File: src/rtl/pwm8_pkg.sv
package pwm8_pkg;
  localparam int CW = 8;
  localparam int AW = 5;
  typedef logic [CW-1:0] cval_t;

  localparam logic [AW-1:0] A_ENABLE = 5'h00;
  localparam logic [AW-1:0] A_POLAR  = 5'h01;
  localparam logic [AW-1:0] A_ALIGN  = 5'h02;
  localparam logic [AW-1:0] A_JOIN   = 5'h03;
  localparam logic [1:0]    A_PER_HI = 2'b10;
  localparam logic [1:0]    A_DTY_HI = 2'b11;

  // Final count of a period (period 0 counts as a one-state period).
  function automatic logic at_last(cval_t c, cval_t p);
    return (p == '0) || (c >= p - cval_t'(1));
  endfunction

  // Active phase of a left-aligned waveform.
  function automatic logic is_active(cval_t c, cval_t d, cval_t p);
    if (d >= p) return 1'b1;
    return c < d;
  endfunction
endpackage

File: src/rtl/pwm8_regs.sv
module pwm8_regs
  import pwm8_pkg::*;
#(
  parameter int NCH = 8
) (
  input  logic                    clk,
  input  logic                    rst_n,
  input  logic                    wr,
  input  logic [AW-1:0]           addr,
  input  logic [CW-1:0]           wdata,
  output logic [CW-1:0]           rdata,
  output logic [NCH-1:0]          en_o,
  output logic [NCH-1:0]          pol_o,
  output logic [NCH-1:0][CW-1:0]  per_o,
  output logic [NCH-1:0][CW-1:0]  dty_o
);
  localparam int IW = 3;

  always_ff @(posedge clk) begin
    if (!rst_n) begin
      en_o  <= '0;
      pol_o <= '0;
    end else if (wr) begin
      if (addr == A_ENABLE) en_o  <= wdata[NCH-1:0];
      if (addr == A_POLAR)  pol_o <= wdata[NCH-1:0];
    end
  end

  for (genvar c = 0; c < NCH; c++) begin : g_slot
    logic per_hit, dty_hit;
    assign per_hit = wr && (addr == {A_PER_HI, IW'(c)});
    assign dty_hit = wr && (addr == {A_DTY_HI, IW'(c)});
    always_ff @(posedge clk) begin
      if (!rst_n) begin
        per_o[c] <= '0;
        dty_o[c] <= '0;
      end else begin
        if (per_hit) per_o[c] <= wdata;
        if (dty_hit) dty_o[c] <= wdata;
      end
    end
  end

  always_comb begin
    rdata = '0;
    if (addr == A_ENABLE) rdata[NCH-1:0] = en_o;
    if (addr == A_POLAR)  rdata[NCH-1:0] = pol_o;
    for (int c = 0; c < NCH; c++) begin
      if (addr == {A_PER_HI, IW'(c)}) rdata = per_o[c];
      if (addr == {A_DTY_HI, IW'(c)}) rdata = dty_o[c];
    end
  end
endmodule

File: src/rtl/pwm8_chan.sv
module pwm8_chan
  import pwm8_pkg::*;
(
  input  logic    clk,
  input  logic    rst_n,
  input  logic    tick,
  input  logic    en,
  input  logic    pol,
  input  cval_t   per_new,
  input  cval_t   dty_new,
  input  logic    gpio,
  output logic    pin,
  output cval_t   cnt_o,
  output cval_t   per_o,
  output cval_t   dty_o,
  output logic    wrap_o
);
  cval_t cnt_q, per_q, dty_q;
  logic  last, act, lvl;

  assign last   = at_last(cnt_q, per_q);
  assign wrap_o = en && tick && last;

  always_ff @(posedge clk) begin
    if (!rst_n) begin
      cnt_q <= '0;
      per_q <= '0;
      dty_q <= '0;
    end else if (!en) begin
      cnt_q <= '0;
      per_q <= per_new;
      dty_q <= dty_new;
    end else if (tick) begin
      if (last) begin
        cnt_q <= '0;
        per_q <= per_new;
        dty_q <= dty_new;
      end else begin
        cnt_q <= cnt_q + cval_t'(1);
      end
    end
  end

  assign act = is_active(cnt_q, dty_q, per_q);
  assign lvl = pol ? act : !act;
  assign pin = en ? lvl : gpio;

  assign cnt_o = cnt_q;
  assign per_o = per_q;
  assign dty_o = dty_q;
endmodule

File: src/rtl/pwm8_array.sv
module pwm8_array
  import pwm8_pkg::*;
#(
  parameter int NCH = 8
) (
  input  logic            clk,
  input  logic            rst_n,
  input  logic            bus_wr,
  input  logic [4:0]      bus_addr,
  input  logic [7:0]      bus_wdata,
  output logic [7:0]      bus_rdata,
  input  logic [NCH-1:0]  ch_tick,
  input  logic [NCH-1:0]  gpio_val,
  output logic [NCH-1:0]  pwm_pin
);
  logic [NCH-1:0]          en_q, pol_q, wrap_v;
  logic [NCH-1:0][CW-1:0]  per_r, dty_r, cnt_v, pact_v, dact_v;

  pwm8_regs #(.NCH(NCH)) u_regs (
    .clk(clk), .rst_n(rst_n), .wr(bus_wr), .addr(bus_addr),
    .wdata(bus_wdata), .rdata(bus_rdata),
    .en_o(en_q), .pol_o(pol_q), .per_o(per_r), .dty_o(dty_r)
  );

  for (genvar c = 0; c < NCH; c++) begin : g_ch
    pwm8_chan u_ch (
      .clk(clk), .rst_n(rst_n), .tick(ch_tick[c]), .en(en_q[c]),
      .pol(pol_q[c]), .per_new(per_r[c]), .dty_new(dty_r[c]),
      .gpio(gpio_val[c]), .pin(pwm_pin[c]),
      .cnt_o(cnt_v[c]), .per_o(pact_v[c]), .dty_o(dact_v[c]),
      .wrap_o(wrap_v[c])
    );
  end
endmodule

File: config.mk
export PLATFORM = sky130hd
export DESIGN_NAME = pwm8_array
export DESIGN_NICKNAME = d
export VERILOG_FILES = /design/src/rtl/pwm8_pkg.sv /design/src/rtl/pwm8_regs.sv /design/src/rtl/pwm8_chan.sv /design/src/rtl/pwm8_array.sv
export SDC_FILE = /design/constraint.sdc
export NUM_CORES = 1
export LEC_CHECK = 0
export ABC_AREA = 1
export BUFFER_PORTS_ARGS = -buffer_cell sky130_fd_sc_hd__buf_2
export CORE_MARGIN = 10
export CORE_UTILIZATION = 30
export CTS_CLUSTER_DIAMETER = 30
export CTS_CLUSTER_SIZE = 28
export DETAILED_ROUTE_END_ITERATION = 10
export PLACE_DENSITY_LB_ADDON = 0.15
export SLEW_MARGIN = 20
export SYNTH_ARGS = -nofsm -noshare
export SYNTH_HDL_FRONTEND = slang
export SYNTH_HIERARCHICAL = 1
export SYNTH_SLANG_ARGS = --single-unit
File: constraint.sdc
create_clock -name clk -period 5.63 [get_ports clk]
set_clock_uncertainty 0.05 [all_clocks]
set_input_delay 0 -clock clk [delete_from_list [all_inputs] [get_ports clk]]
set_output_delay 0 -clock clk [all_outputs]
set_load 0.02 [all_outputs]
After elaboration in Yosys (flattened, before gate mapping) --
Index checks and enable logic that the tools add are counted.
Operators by class: multiplexer cells 114, order comparisons 24, equal/unequal tests 33, reductions and logical operators 59, add/sub/neg operators 16
Operators by type and width (count):
- 8-bit 2-to-1 mux | 74
- 8-bit >= comparator | 16
- 5-bit == test, second input constant | 16
- 8-bit by 1-bit adder with 8-bit output, second input constant | 8
- 8-bit logical NOT | 8
- 8-bit < comparator | 8
- 8-bit by 1-bit subtractor with 8-bit output, second input constant | 8
- 1-bit 2-to-1 mux | 40
- 2-bit AND reduction | 18
- 1-bit logical AND | 16
- 2-bit by 1-bit inequality test with 1-bit output, second input constant | 8
- 2-bit inequality test, second input constant | 8
- 1-bit logical NOT | 8
- 1-bit logical OR | 8
- 5-bit by 1-bit == test with 1-bit output, second input constant | 1
- 5-bit logical NOT | 1
Word-level totals: output and inout bits 16, logic and storage cells 288, flip-flop bits (word level) 336, bits of input ports 32

Logic depth before layout (Yosys ltp) --
Gate-level depths: netlist (run 1).
depth in word-level cells 19, gate-level depth with buffers 16, depth with buffers taken out 15

Modules after synthesis --
The synthesis (run 1) kept the hierarchy.
Modules (own cells, without submodules):
- pwm8_chan | times used 8, cells each 269, area an instance 1908.1 sq um, seq. area each 480.5 sq um
- pwm8_regs | times used 1, cells each 929, area an instance 6399.9 sq um, seq. area each 2882.8 sq um

Worst setup path after synthesis (run 1) --
No wires, ideal clock.
path type register to register, from register g_ch[0].u_ch.per_q[0], to register g_ch[0].u_ch.per_q[5], arrival time 2.043 ns, buffers on the path 1, stages on the path, launching flop included 15, required time 5.465 ns, slack 3.422 ns, setup time 0.115 ns, period minus slack after synthesis 2.208 ns, cells stage by stage dfxtp_1 > inv_1 > ha_1 > nand3_2 > nor3_1 > xor2_1 > inv_1 > ha_1 > nand2_1 > o21ai_1 > nor2_4 > nand3_4 > buf_6 > a21oi_1 > nor2_1
Between the ends: word-level cells in the longest chain between the ends 5, elaborated cells on any way between the ends 6, classes of those cells 1 x add/sub; 1 x order compare; 1 x eq/ne; 3 x reduce/logical
RTL lines:
- start, declared | RTL line pwm8_chan.sv:18 | cval_t cnt_q, per_q, dty_q;
- start signal, assigned | RTL line pwm8_chan.sv:31 | per_q <= per_new;
- start signal, assigned | RTL line pwm8_chan.sv:36 | per_q <= per_new;
- 8-bit by 1-bit subtractor with 8-bit output | RTL line pwm8_pkg.sv:15 | return (p == '0) || (c >= p - cval_t'(1));
- 8-bit >= comparator | RTL line pwm8_pkg.sv:15
- 1-bit logical OR * | RTL line pwm8_pkg.sv:15
- 2-bit by 1-bit inequality test with 1-bit output (no line) *
- 2-bit AND reduction (no line) *
Every way passes the cells marked *; elsewhere a longest branch is shown, timed or not. A chain may end at the register's enable or synchronous reset.

Worst setup path in the final report (run 1) --
from input bus_addr[3], to output bus_rdata[1]
Between the ends: word-level cells in the longest chain between the ends 19, elaborated cells on any way between the ends 36, classes of those cells 17 x eq/ne; 18 x mux; 1 x reduce/logical
RTL lines:
- start, declared | RTL line pwm8_array.sv:9 | input logic [4:0] bus_addr,
- 5-bit logical NOT | RTL line pwm8_regs.sv:46 | if (addr == A_ENABLE) rdata[NCH-1:0] = en_o;
- 8-bit 2-to-1 mux | RTL line pwm8_regs.sv:46
- 8-bit 2-to-1 mux | RTL line pwm8_regs.sv:47 | if (addr == A_POLAR) rdata[NCH-1:0] = pol_o;
- 8-bit 2-to-1 mux | RTL line pwm8_regs.sv:49 | if (addr == {A_PER_HI, IW'(c)}) rdata = per_o[c];
- 8-bit 2-to-1 mux | RTL line pwm8_regs.sv:50 | if (addr == {A_DTY_HI, IW'(c)}) rdata = dty_o[c];
- 8-bit 2-to-1 mux | RTL line pwm8_regs.sv:49
- 8-bit 2-to-1 mux | RTL line pwm8_regs.sv:50
- 8-bit 2-to-1 mux | RTL line pwm8_regs.sv:49
- [3 not listed]
- 8-bit 2-to-1 mux | RTL line pwm8_regs.sv:49
- 8-bit 2-to-1 mux | RTL line pwm8_regs.sv:50
- 8-bit 2-to-1 mux | RTL line pwm8_regs.sv:49
- 8-bit 2-to-1 mux | RTL line pwm8_regs.sv:50
- 8-bit 2-to-1 mux | RTL line pwm8_regs.sv:49
- 8-bit 2-to-1 mux | RTL line pwm8_regs.sv:50
- 8-bit 2-to-1 mux | RTL line pwm8_regs.sv:49
- 8-bit 2-to-1 mux * | RTL line pwm8_regs.sv:50
- end, declared | RTL line pwm8_array.sv:11 | output logic [7:0] bus_rdata,
Marked as above.

==> results by group, run 1 <==
Outcome
  • Status: completed

Timing
  • Final min period: 3.29 ns
  • Min Hold Slack: 0.0664 ns
  • Slew margin rel.: 0.402
  • Fmax: 304 MHz
  • Slew at the pin with the worst max-slew slack: 0.896 ns
  • RSZ-0062 raised after global routing: false
  • Sum Neg Setup Slack: 0 ns
  • Slew Limit Fails: 0
  • Tcrit/Tclk final: 0.584
  • Final hold vios: 0
  • Setup violators final: 0
  • Worst setup margin: 2.34 ns

Synth
  • Syn Area/Cell: 7.04 um2
  • Syn Inst Count: 3073
  • Net Count, Synth: 3305
  • Synth Cell Area: 0.0216 mm2
  • Yosys Warn Count: 6

GRT
  • GR Overflow Total: 0
  • Antenna violations before repair: 1
  • Global-route wire length before repair: 99100 um
  • Overall routing resource usage: 0.147
  • Vias in the first global route: 18100
  • Largest net degree at the start of global routing: 123

Power
  • Power Density: 306 mW/mm2
  • Final Total Pwr: 7910 uW
  • Fraction of power consumed by sequential logic: 0.308
  • VDD IR max: 0.000206 V
  • Sw Pwr: 1890 uW
  • Combinational power share: 0.047
  • Lkg Pwr: 0.0124 uW
  • Clock Power Share: 0.645
  • Switching Share: 0.239
  • Power Internal: 6020 uW

Drt
  • Final WL: 61500 um
  • Routed via count: 18900
  • Final ANT Viol Nets: 0
  • Routed length on met1: 30300 um
  • Top sig layer: met4
  • Wire length on met2: 27300 um
  • Iteration count of the initial detailed-routing pass: 5
  • Iteration-0 DRC Markers: 1346
  • WL met3: 2810 um
  • Residual DRC: 0
  • Vias per cell: 4.54
  • WL/cell: 14.8 um

Layout
  • Register cell area after layout: 0.00673 mm2
  • Layout cells sized above 1: 0.133
  • Layout fillers: 7652
  • # nets final: 3368
  • Area Overhead vs Synth: 19.4%
  • Area of the multi-input gates: 0.0125 mm2

Die
  • Chip Height: 289 um
  • Die ar.: 0.0833 mm2
  • CORE AREA: 0.0715 mm2
  • Cell Rows: 98
  • Die X: 289 um
  • Initial core utilization: 0.303
  • I/O Pins: 48

CTS
  • Post-CTS setup buffer count: 0
  • Root Buffer: clkbuf_16
  • CTS Hold Bufs: 24
  • Worst-path clk slew: 0.05 ns
  • TritonCTS clock tree: built
  • TritonCTS buffer count: 97
  • H-tree depth: 3
  • Maximum clock path buffer count: 3
  • Post-CTS sizing: 0
  • Clock Latency Late Sink: 0.64 ns
  • Clock Sinks: 336

Critical path
  • Critical path startpoint category: primary input
  • Slowest CP cell: nor2_2
  • Req. time, crit path: 5.58 ns
  • Crit path capture type: primary output
  • Critical Path, Cell by Cell: dlygate4sd3_1 -> buf_2 -> nor2_2 -> nand3_1 -> inv_1 -> a21oi_1 -> nand4_1 -> nand2_1 -> nand4_1 -> nor2_1 -> nand4_1 -> nor2_1 -> nand3_1 -> buf_2
  • CP max FO: 25
  • Worst path bufs/invs: 4
  • Slowest stage delay, CP: 0.71 ns
  • CP Class: primary input to primary output
  • WP data arrival: 3.24 ns
  • Crit path max-delay family: simple AND/OR/NAND/NOR gates
  • CP most frequent cell: nand4_1

Placement
  • Routability cong.: 0.827
  • Dpl ws: 2.91 ns
  • HPWL Detailed: 43100 um
  • # port buffers: 47

Run
  • Max Cap Viol: 0

Min path
  • Worst hold-check path type: primary input to flop
==> path summary, 6_finish.rpt <==
check | slack (ns) | cells past startpoint | endpoint | from
min reg2reg | 0.42 | 2 | u_regs/dty_o[52] | u_regs/dty_o[52]
max | 2.34 | 14 | bus_rdata[1] | bus_addr[3]
min | 0.07 | 4 | u_regs/per_o[37] | bus_wr
max reg2reg | 2.81 | 15 | g_ch[7].u_ch/cnt_o[0] | g_ch[7].u_ch/per_o[0]
==> tightest hold or removal path: cells and delay by family <==
family,cells,cell delay [ns]
AO/OA/AOI/OAI,1,0.06
AND/OR/NAND/NOR,1,0.18
buffers and inverters,2,0.46
==> sequential cells by signal (all words and copies together) (netlist names) <==
register,cells
g_ch.u_ch/cnt_o,64
g_ch.u_ch/dty_o,64
g_ch.u_ch/per_o,64
u_regs/dty_o,64
u_regs/per_o,64
u_regs/en_o,8
u_regs/pol_o,8
==> routing by layer <==
layer / global-route usage / up-vias
met2: 0.231 / 324
met4: 0.0430 / 0
met3: 0.0285 / 95
met5: 0 / -
met1: 0.202 / 8419
li1: - / 10100
==> through the flow <==
stage	util	cells	instance area, um2
6_report	0.361	4161	25800
5_1_grt	0.361	4159	25800
4_1_cts	0.361	4159	25800
3_5_place_dp	0.314	3963	22500
3_3_place_gp	0.314	3963	22500
2_1_floorplan	-	3073	21600
==> power by group through the flow <==
stage	Combinational [uW]	Clock (uW)	Sequential, uW
finish	371	5100	2440
global route	422	5350	2440
CTS	375	5220	2440
detailed placement	360	0	2480
global placement	360	0	2480
floorplan	260	0	2470
==> cells in the final DEF (no fill, tap or decap), types with 3 or more instances in the layout <==
master / instances
nand2_1: 610
inv_1: 418
nor2_1: 416
dfxtp_1: 336
a21oi_1: 304
ha_1: 200
nand3_2: 121
nand3_1: 114
o21ai_0: 104
clkbuf_16: 97
nand4_1: 77
xor2_1: 64
buf_2: 46
inv_2: 29
clkbuf_1: 25
clkbuf_8: 24
xnor2_1: 24
nor3_1: 24
dlygate4sd3_1: 24
nor2_2: 17
clkinv_2: 14
nor2_4: 14
buf_4: 13
nand4_2: 9
o21ai_1: 9
nand2_2: 9
o21a_1: 8
a21o_1: 8
o21bai_1: 8
nand3_4: 8
nand3b_1: 8
nor3_2: 8
clkinvlp_4: 4
or2_2: 4
clkinv_8: 3
==> layout make-up <==
type,instances,area share
repair buffers,85,0.0232
clock buffers,146,0.110
flip-flops and latches,336,0.260
multi-input cells,2169,0.485
clock inverters,26,0.00998
diodes,2,0.000194
well taps,950,0.0460
inverters,447,0.0649
No activity file was read; power rests on OpenSTA's default activity.
==> inputs of run 2 (changes only) <==
Settings changed: ABC_AREA 1 to 0.
Clock period 5.63 ns to 2.7 ns, I/O delays scaled along.
==> run 2 against run 1 <==
  * The flow now finishes with violations (negative setup slack)
  * Worst setup slack lost 2.3 ns
  * Register-to-register slack got worse by 2.6 ns
  * Clock power rose by 110%
  * Global-route usage up 0.74 points
  * Core utilization is 1.6 points higher
  * Largest cell class unchanged
  * Highest routed layer is now met5
==> results by group, run 2 <==
Timing
  • Setup violators final: 1 (+1)
  • Final hold vios: 0 (unchanged)
  • Final min period: 2.70 ns
  • Fmax: 370 MHz
  • Slew Limit Fails: 0 (unchanged)
  • Slew margin rel.: 0.550 (+0.148)
  • Worst setup margin: -0.00123 ns (-2.34 ns)
  • Tcrit/Tclk final: 1.00
  • Slew at the pin with the worst max-slew slack: 0.672 ns (-0.223 ns)

Layout
  • Design Area, Final: 0.0264 mm2 (+2.2%)
  • Most frequent cells in the layout: nand2_1, dfxtp_1, mux2i_1
  • Commonest non-fill, non-tap cell in the layout: nand2_1
  • Layout cells sized above 1: 0.168 (+0.0347)
  • Fin cells: 3584 (-14%)
  • # nets final: 2805 (-17%)
  • Area Overhead vs Synth: 24.8%

GRT
  • M2 GR Usage: 0.248 (+0.0166)
  • Overall routing resource usage: 0.155 (+0.00736)
  • Largest net degree at the start of global routing: 72 (-41%)
  • Global-route wire length before repair: 102000 um (+2.7%)
  • GR Overflow Total: 0 (unchanged)
  • GR Util met3: 0.0261 (-0.00237)
  • Vias in the first global route: 18100 (+0.12%)
  • GRT busiest layer: met2
  • Antenna violations before repair: 5 (+4)
  • Met1 GRT Util: 0.207 (+0.00477)

Synth
  • Syn Inst Count: 2479 (-19%)
  • Net Count, Synth: 2711 (-18%)
  • Synth Cell Area: 0.0212 mm2 (-2.2%)
  • Syn Area/Cell: 8.53 um2 (+21%)
  • Yosys Warn Count: 6 (unchanged)

Placement
  • # port buffers: 47 (unchanged)
  • Dpl cell area: 0.0225 mm2 (about the same)
  • Routability cong.: 0.911 (+10%)
  • HPWL Detailed: 47000 um (+9.0%)
  • Dpl cells: 3402 (-14%)

Drt
  • Final ANT Viol Nets: 0 (unchanged)
  • Iteration count of the initial detailed-routing pass: 5 (unchanged)
  • Routed via count: 17800 (-5.9%)
  • Final WL: 64600 um (+5.1%)
  • Residual DRC: 0 (unchanged)
  • Vias per cell: 4.96 (+9.3%)
  • Iteration-0 DRC Markers: 1190 (-12%)
  • WL/cell: 18.0 um (+22%)

Die
  • Cell Rows: 97 (-1.0%)
  • CORE AREA: 0.0699 mm2 (-2.2%)
  • Chip Height: 286 um (-1.0%)
  • Die X: 286 um (-1.0%)
  • Die ar.: 0.0815 mm2 (-2.1%)
  • Initial core utilization: 0.303 (about the same)
  • I/O Pins: 48 (unchanged)

Min path
  • Worst hold-check path type: primary input to flop
  • Worst Hold Depth: 5 (+1)
  • Hold EP: u_regs/dty_o[62]
  • Min-delay src: bus_addr[2]

Critical path
  • Critical path startpoint category: primary input
  • Crit path capture type: primary output
  • WP data arrival: 2.65 ns (-0.59 ns)
  • Crit Reg-Reg Startpoint: g_ch[0].u_ch/per_o[2]
  • Slowest stage delay, CP: 0.60 ns (-0.11 ns)
  • R2R cell count: 11 (-4)
  • CP max FO: 13 (-48%)
  • R2R setup slack: 0.17 ns (-2.64 ns)
  • Slowest CP cell: dlygate4sd3_1
  • CP Class: primary input to primary output
  • Req. time, crit path: 2.65 ns (-2.93 ns)
  • Critical Path, Cell by Cell: dlygate4sd3_1 -> clkbuf_4 -> nand2b_1 -> o32ai_1 -> nor3_1 -> o221ai_1 -> buf_2
  • Worst r2r dst: g_ch[0].u_ch/dty_o[6]

Power
  • VDD IR max: 0.000565 V (+170%)
  • Power Density: 631 mW/mm2 (+110%)
  • Lkg Pwr: 0.00970 uW (-22%)

CTS
  • Worst-path clk slew: 0.04 ns (about the same)
  • TritonCTS clock tree: built
  • Clock Latency Late Sink: 0.61 ns (-0.03 ns)
  • Maximum clock path buffer count: 3 (unchanged)
  • H-tree depth: 3 (unchanged)
  • Root Buffer: clkbuf_16
  • Clock Sinks: 336 (unchanged)
  • TritonCTS buffer count: 87 (-10%)

Run
  • Max Cap Viol: 0 (unchanged)

Outcome
  • Status: finished with violations
  • Failing checks: negative setup slack
run 2: how the worst max path moves through the flow:
stage	startpoint	to	cells past startpoint
final	bus_addr[4]	bus_rdata[0]	7
after global routing	g_ch[0].u_ch/per_o[0]	g_ch[0].u_ch/dty_o[3]	11
after CTS	g_ch[1].u_ch/dty_o[2]	pwm_pin[1]	8
after detailed placement	g_ch[7].u_ch/per_o[0]	g_ch[7].u_ch/cnt_o[6]	10
after global placement	g_ch[0].u_ch/per_o[0]	g_ch[0].u_ch/cnt_o[7]	10
after floorplan	g_ch[0].u_ch/per_o[2]	g_ch[0].u_ch/cnt_o[3]	10
run 2: layer usage:
layer,up-vias,part of all wire,routed length [um]
li1,8876,-,-
met1,8444,0.47,30700
met2,359,0.45,29300
met3,100,0.046,2980
met4,8,0.026,1650
met5,-,0.00084,54
run 2: cell type report:
type	instances	area (um2)
inverters	159	597
flip-flops and latches	336	6790
multi-input cells	1860	13600
fillers	7231	43500
well taps	940	1180
diodes	2	5.00
clock buffers	123	2590
clock inverters	35	514
repair buffers	129	1090
run 2: power by group:
group	internal, uW	switching (uW)
clock network	7720	3090
logic	274	522
registers	5000	30.2
run 2: what timing repair did:
action                                  in CTS  in global routing
endpoints found under the setup margin      10                181
endpoints found under the hold margin      333                  0
hold buffers                                19                  0
buffers inserted                             1                  2
resized for setup                           57                 96
pin swaps                                    3                 12
run 2: stage by stage:
stage / util / power, uW / hold slack, ns / worst slack [ns] / TNS (ns)
2_1_floorplan: - / 5610 / 0.241 / 0.204 / 0
3_3_place_gp: 0.322 / 5860 / 0.304 / 0.119 / 0
3_5_place_dp: 0.322 / 5870 / 0.312 / 0.0519 / 0
4_1_cts: 0.372 / 16900 / 0.164 / 0.00163 / 0
5_1_grt: 0.378 / 17200 / 0.244 / -0.0210 / -0.0897
6_report: 0.378 / 16600 / 0.201 / -0.00123 / -0.00123
run 2: worst max-delay path, delay by kind of cell:
family                 cells  cell delay (ns)
buffers and inverters      3             1.16
AOI/OAI and AO/OA          2             1.04
and+or+nand+nor            2             0.44
==> inputs of run 3 (changes only) <==
Settings changed: BUFFER_PORTS_ARGS -buffer_cell sky130_fd_sc_hd__buf_2 to -buffer_cell sky130_fd_sc_hd__clkbuf_2, GPL_TIMING_DRIVEN from default to 0.
==> run 3 against run 2 <==
  * The run now ends clean
  * Critical path depth down 1
  * Wire length up 11%
  * Worst setup slack better by 0.037 ns
  * Via count is 3.5% higher
  * Clock power increased by 5%
  * Largest power group unchanged
  * Highest routed layer unchanged
==> results by group, run 3 (same netlist as run 2, synthesis figures left out) <==
Outcome
  • Status: completed

Placement
  • Routability cong.: 0.940 (+3.2%)
  • # port buffers: 30 (-36%)
  • Dpl cells: 3449 (+1.4%)
  • HPWL Detailed: 54200 um (+15%)

GRT
  • Largest net degree at the start of global routing: 12 (-83%)
  • Vias in the first global route: 18500 (+2.3%)
  • GR Overflow Total: 0 (unchanged)
  • Global-route wire length before repair: 110000 um (+7.8%)
  • Antenna violations before repair: 5 (unchanged)
  • GRT busiest layer: met2
  • GR Util met3: 0.0316 (+0.00547)
  • Overall routing resource usage: 0.171 (+0.0166)
  • M2 GR Usage: 0.272 (+0.0244)
  • Met1 GRT Util: 0.229 (+0.0228)

Layout
  • Layout fillers: 7180 (-0.71%)
  • Area Overhead vs Synth: 28.1%
  • Register cell area after layout: 0.00683 mm2 (+0.59%)
  • # nets final: 2871 (+2.4%)
  • Layout cells sized above 1: 0.193 (+0.0247)
  • Fin cells: 3653 (+1.9%)
  • ANT cells: 0 (-2)
  • Final Util: 0.388 (+0.0101)
  • Commonest non-fill, non-tap cell in the layout: nand2_1
  • Most frequent cells in the layout: nand2_1, dfxtp_1, mux2i_1
  • Area of the multi-input gates: 0.0140 mm2 (+2.5%)

Drt
  • WL/cell: 19.7 um (+9.4%)
  • Final WL: 72000 um (+11%)
  • Residual DRC: 0 (unchanged)
  • Final ANT Viol Nets: 0 (unchanged)
  • Iteration count of the initial detailed-routing pass: 5 (unchanged)
  • Iteration-0 DRC Markers: 1004 (-16%)
  • Vias per cell: 5.04 (+1.5%)
  • Routed via count: 18400 (+3.5%)

CTS
  • Worst-path clk slew: 0.04 ns (about the same)
  • TritonCTS buffer count: 89 (+2.3%)
  • Root Buffer: clkbuf_16
  • Clock Sinks: 336 (unchanged)
  • H-tree depth: 3 (unchanged)
  • Maximum clock path buffer count: 3 (unchanged)
  • TritonCTS clock tree: built
  • Clock Latency Late Sink: 0.61 ns (about the same)

Power
  • Switching Share: 0.223 (+0.00370)
  • Power Density: 636 mW/mm2 (+0.87%)
  • Sw Pwr: 3840 uW (+5.3%)
  • Power Internal: 13400 uW (+3.1%)
  • Fraction of power consumed by sequential logic: 0.292 (-0.010)
  • Combinational power share: 0.050 (+0.002)
  • Final Total Pwr: 17200 uW (+3.6%)
  • VDD IR max: 0.000476 V (-16%)
  • Lkg Pwr: 0.00994 uW (+2.5%)
  • Clock Power Share: 0.658 (+0.008)

Run
  • Max Cap Viol: 0 (unchanged)

Critical path
  • CP max FO: 7 (-6)
  • Req. time, crit path: 2.65 ns (about the same)
  • Crit path capture type: primary output
  • CP Class: flop to primary output
  • Critical path startpoint category: flop
  • WP data arrival: 2.61 ns (-0.04 ns)

Timing
  • Sum Neg Setup Slack: 0 ns (+0.00123 ns)
  • Slew margin rel.: 0.264 (-0.287)
  • Slew Limit Fails: 0 (unchanged)
  • Final hold vios: 0 (unchanged)
  • Final min period: 2.66 ns (-0.0366 ns)
  • Tcrit/Tclk final: 0.987 (-0.0135)
  • Slew at the pin with the worst max-slew slack: 1.10 ns (+0.432 ns)
  • Setup violators final: 0 (-1)
  • Fmax: 375 MHz (+1.4%)

Die
  • Die X: 286 um (unchanged)
  • Die ar.: 0.0815 mm2 (unchanged)
  • I/O Pins: 48 (unchanged)
  • Chip Height: 286 um (unchanged)
  • Initial core utilization: 0.303 (unchanged)
  • CORE AREA: 0.0699 mm2 (unchanged)
  • Cell Rows: 97 (unchanged)

Min path
  • Worst hold-check path type: primary input to flop
run 3: changes by cell type in the layout (fill, tap and decap cells not counted), moves of 9 or more:
cell           delta
buf_1             +9
buf_4            -24
clkbuf_1         +51
clkbuf_2         +22
dfxtp_1          -32
dfxtp_2          +32
dlygate4sd3_1     -9
run 3: final timing paths:
check                                      startpoint               endpoint  slack (ns)  depth (start not counted)
worst max-delay path                   u_regs/en_o[5]           bus_rdata[5]        0.04                          6
worst min-delay path                           bus_wr       u_regs/per_o[54]        0.05                          5
worst min register to register       u_regs/dty_o[34]  g_ch[4].u_ch/dty_o[2]        0.42                          2
worst max register to register  g_ch[0].u_ch/per_o[1]  g_ch[0].u_ch/dty_o[1]        0.06                         11
run 3: critical path, stage by stage, from the launching register on:
cell and delay [ns]:
dfxtp_2 0.51, o21bai_1 0.14, a211oi_1 0.24, o21ai_0 0.22, a31o_2 0.29, o21ai_0 0.30
clkbuf_2 0.30
run 3: layer usage:
| layer | share of wire | up-vias |
|---|---|---|
| met2 | 0.45 | 437 |
| met5 | 0.00047 | - |
| met4 | 0.029 | 4 |
| met1 | 0.47 | 8830 |
| li1 | - | 9007 |
| met3 | 0.054 | 128 |
run 3: layout make-up:
| type | count | share of cell area |
|---|---|---|
| sequential | 336 | 0.252 |
| clock inverter | 49 | 0.0254 |
| clock buffer | 116 | 0.0946 |
| tap | 940 | 0.0434 |
| inverter | 159 | 0.0220 |
| timing repair buffer | 69 | 0.0217 |
| buffer | 124 | 0.0253 |
| multi-input combinational | 1860 | 0.516 |
run 3: repair_timing:
action / 4_1_cts / 5_1_grt
setup endpoints to repair: 181 / 184
cloned: 0 / 3
pin swaps: 11 / 42
hold endpoints to repair: 217 / 0
hold buffers: 10 / 0
gates resized for setup: 73 / 169
buffers inserted: 16 / 10
run 3: metrics by stage:
step	setup WS [ns]	hold WS [ns]	instance area (um2)
final	0.0353	0.0496	27100
after global routing	-0.0923	0.0539	27100
after CTS	-0.00492	0.00308	26200
after detailed placement	-0.443	0.309	22500
after global placement	-0.382	0.305	22500
after floorplan	0.204	0.241	21200
run 3: power groups by stage:
stage / Clock (uW) / Sequential, uW / Combinational (uW)
after detailed placement: 0 / 5120 / 788
final: 11300 / 5040 / 856
after global routing: 11800 / 5030 / 915
after floorplan: 0 / 5110 / 504
after CTS: 11600 / 5040 / 822
after global placement: 0 / 5120 / 785
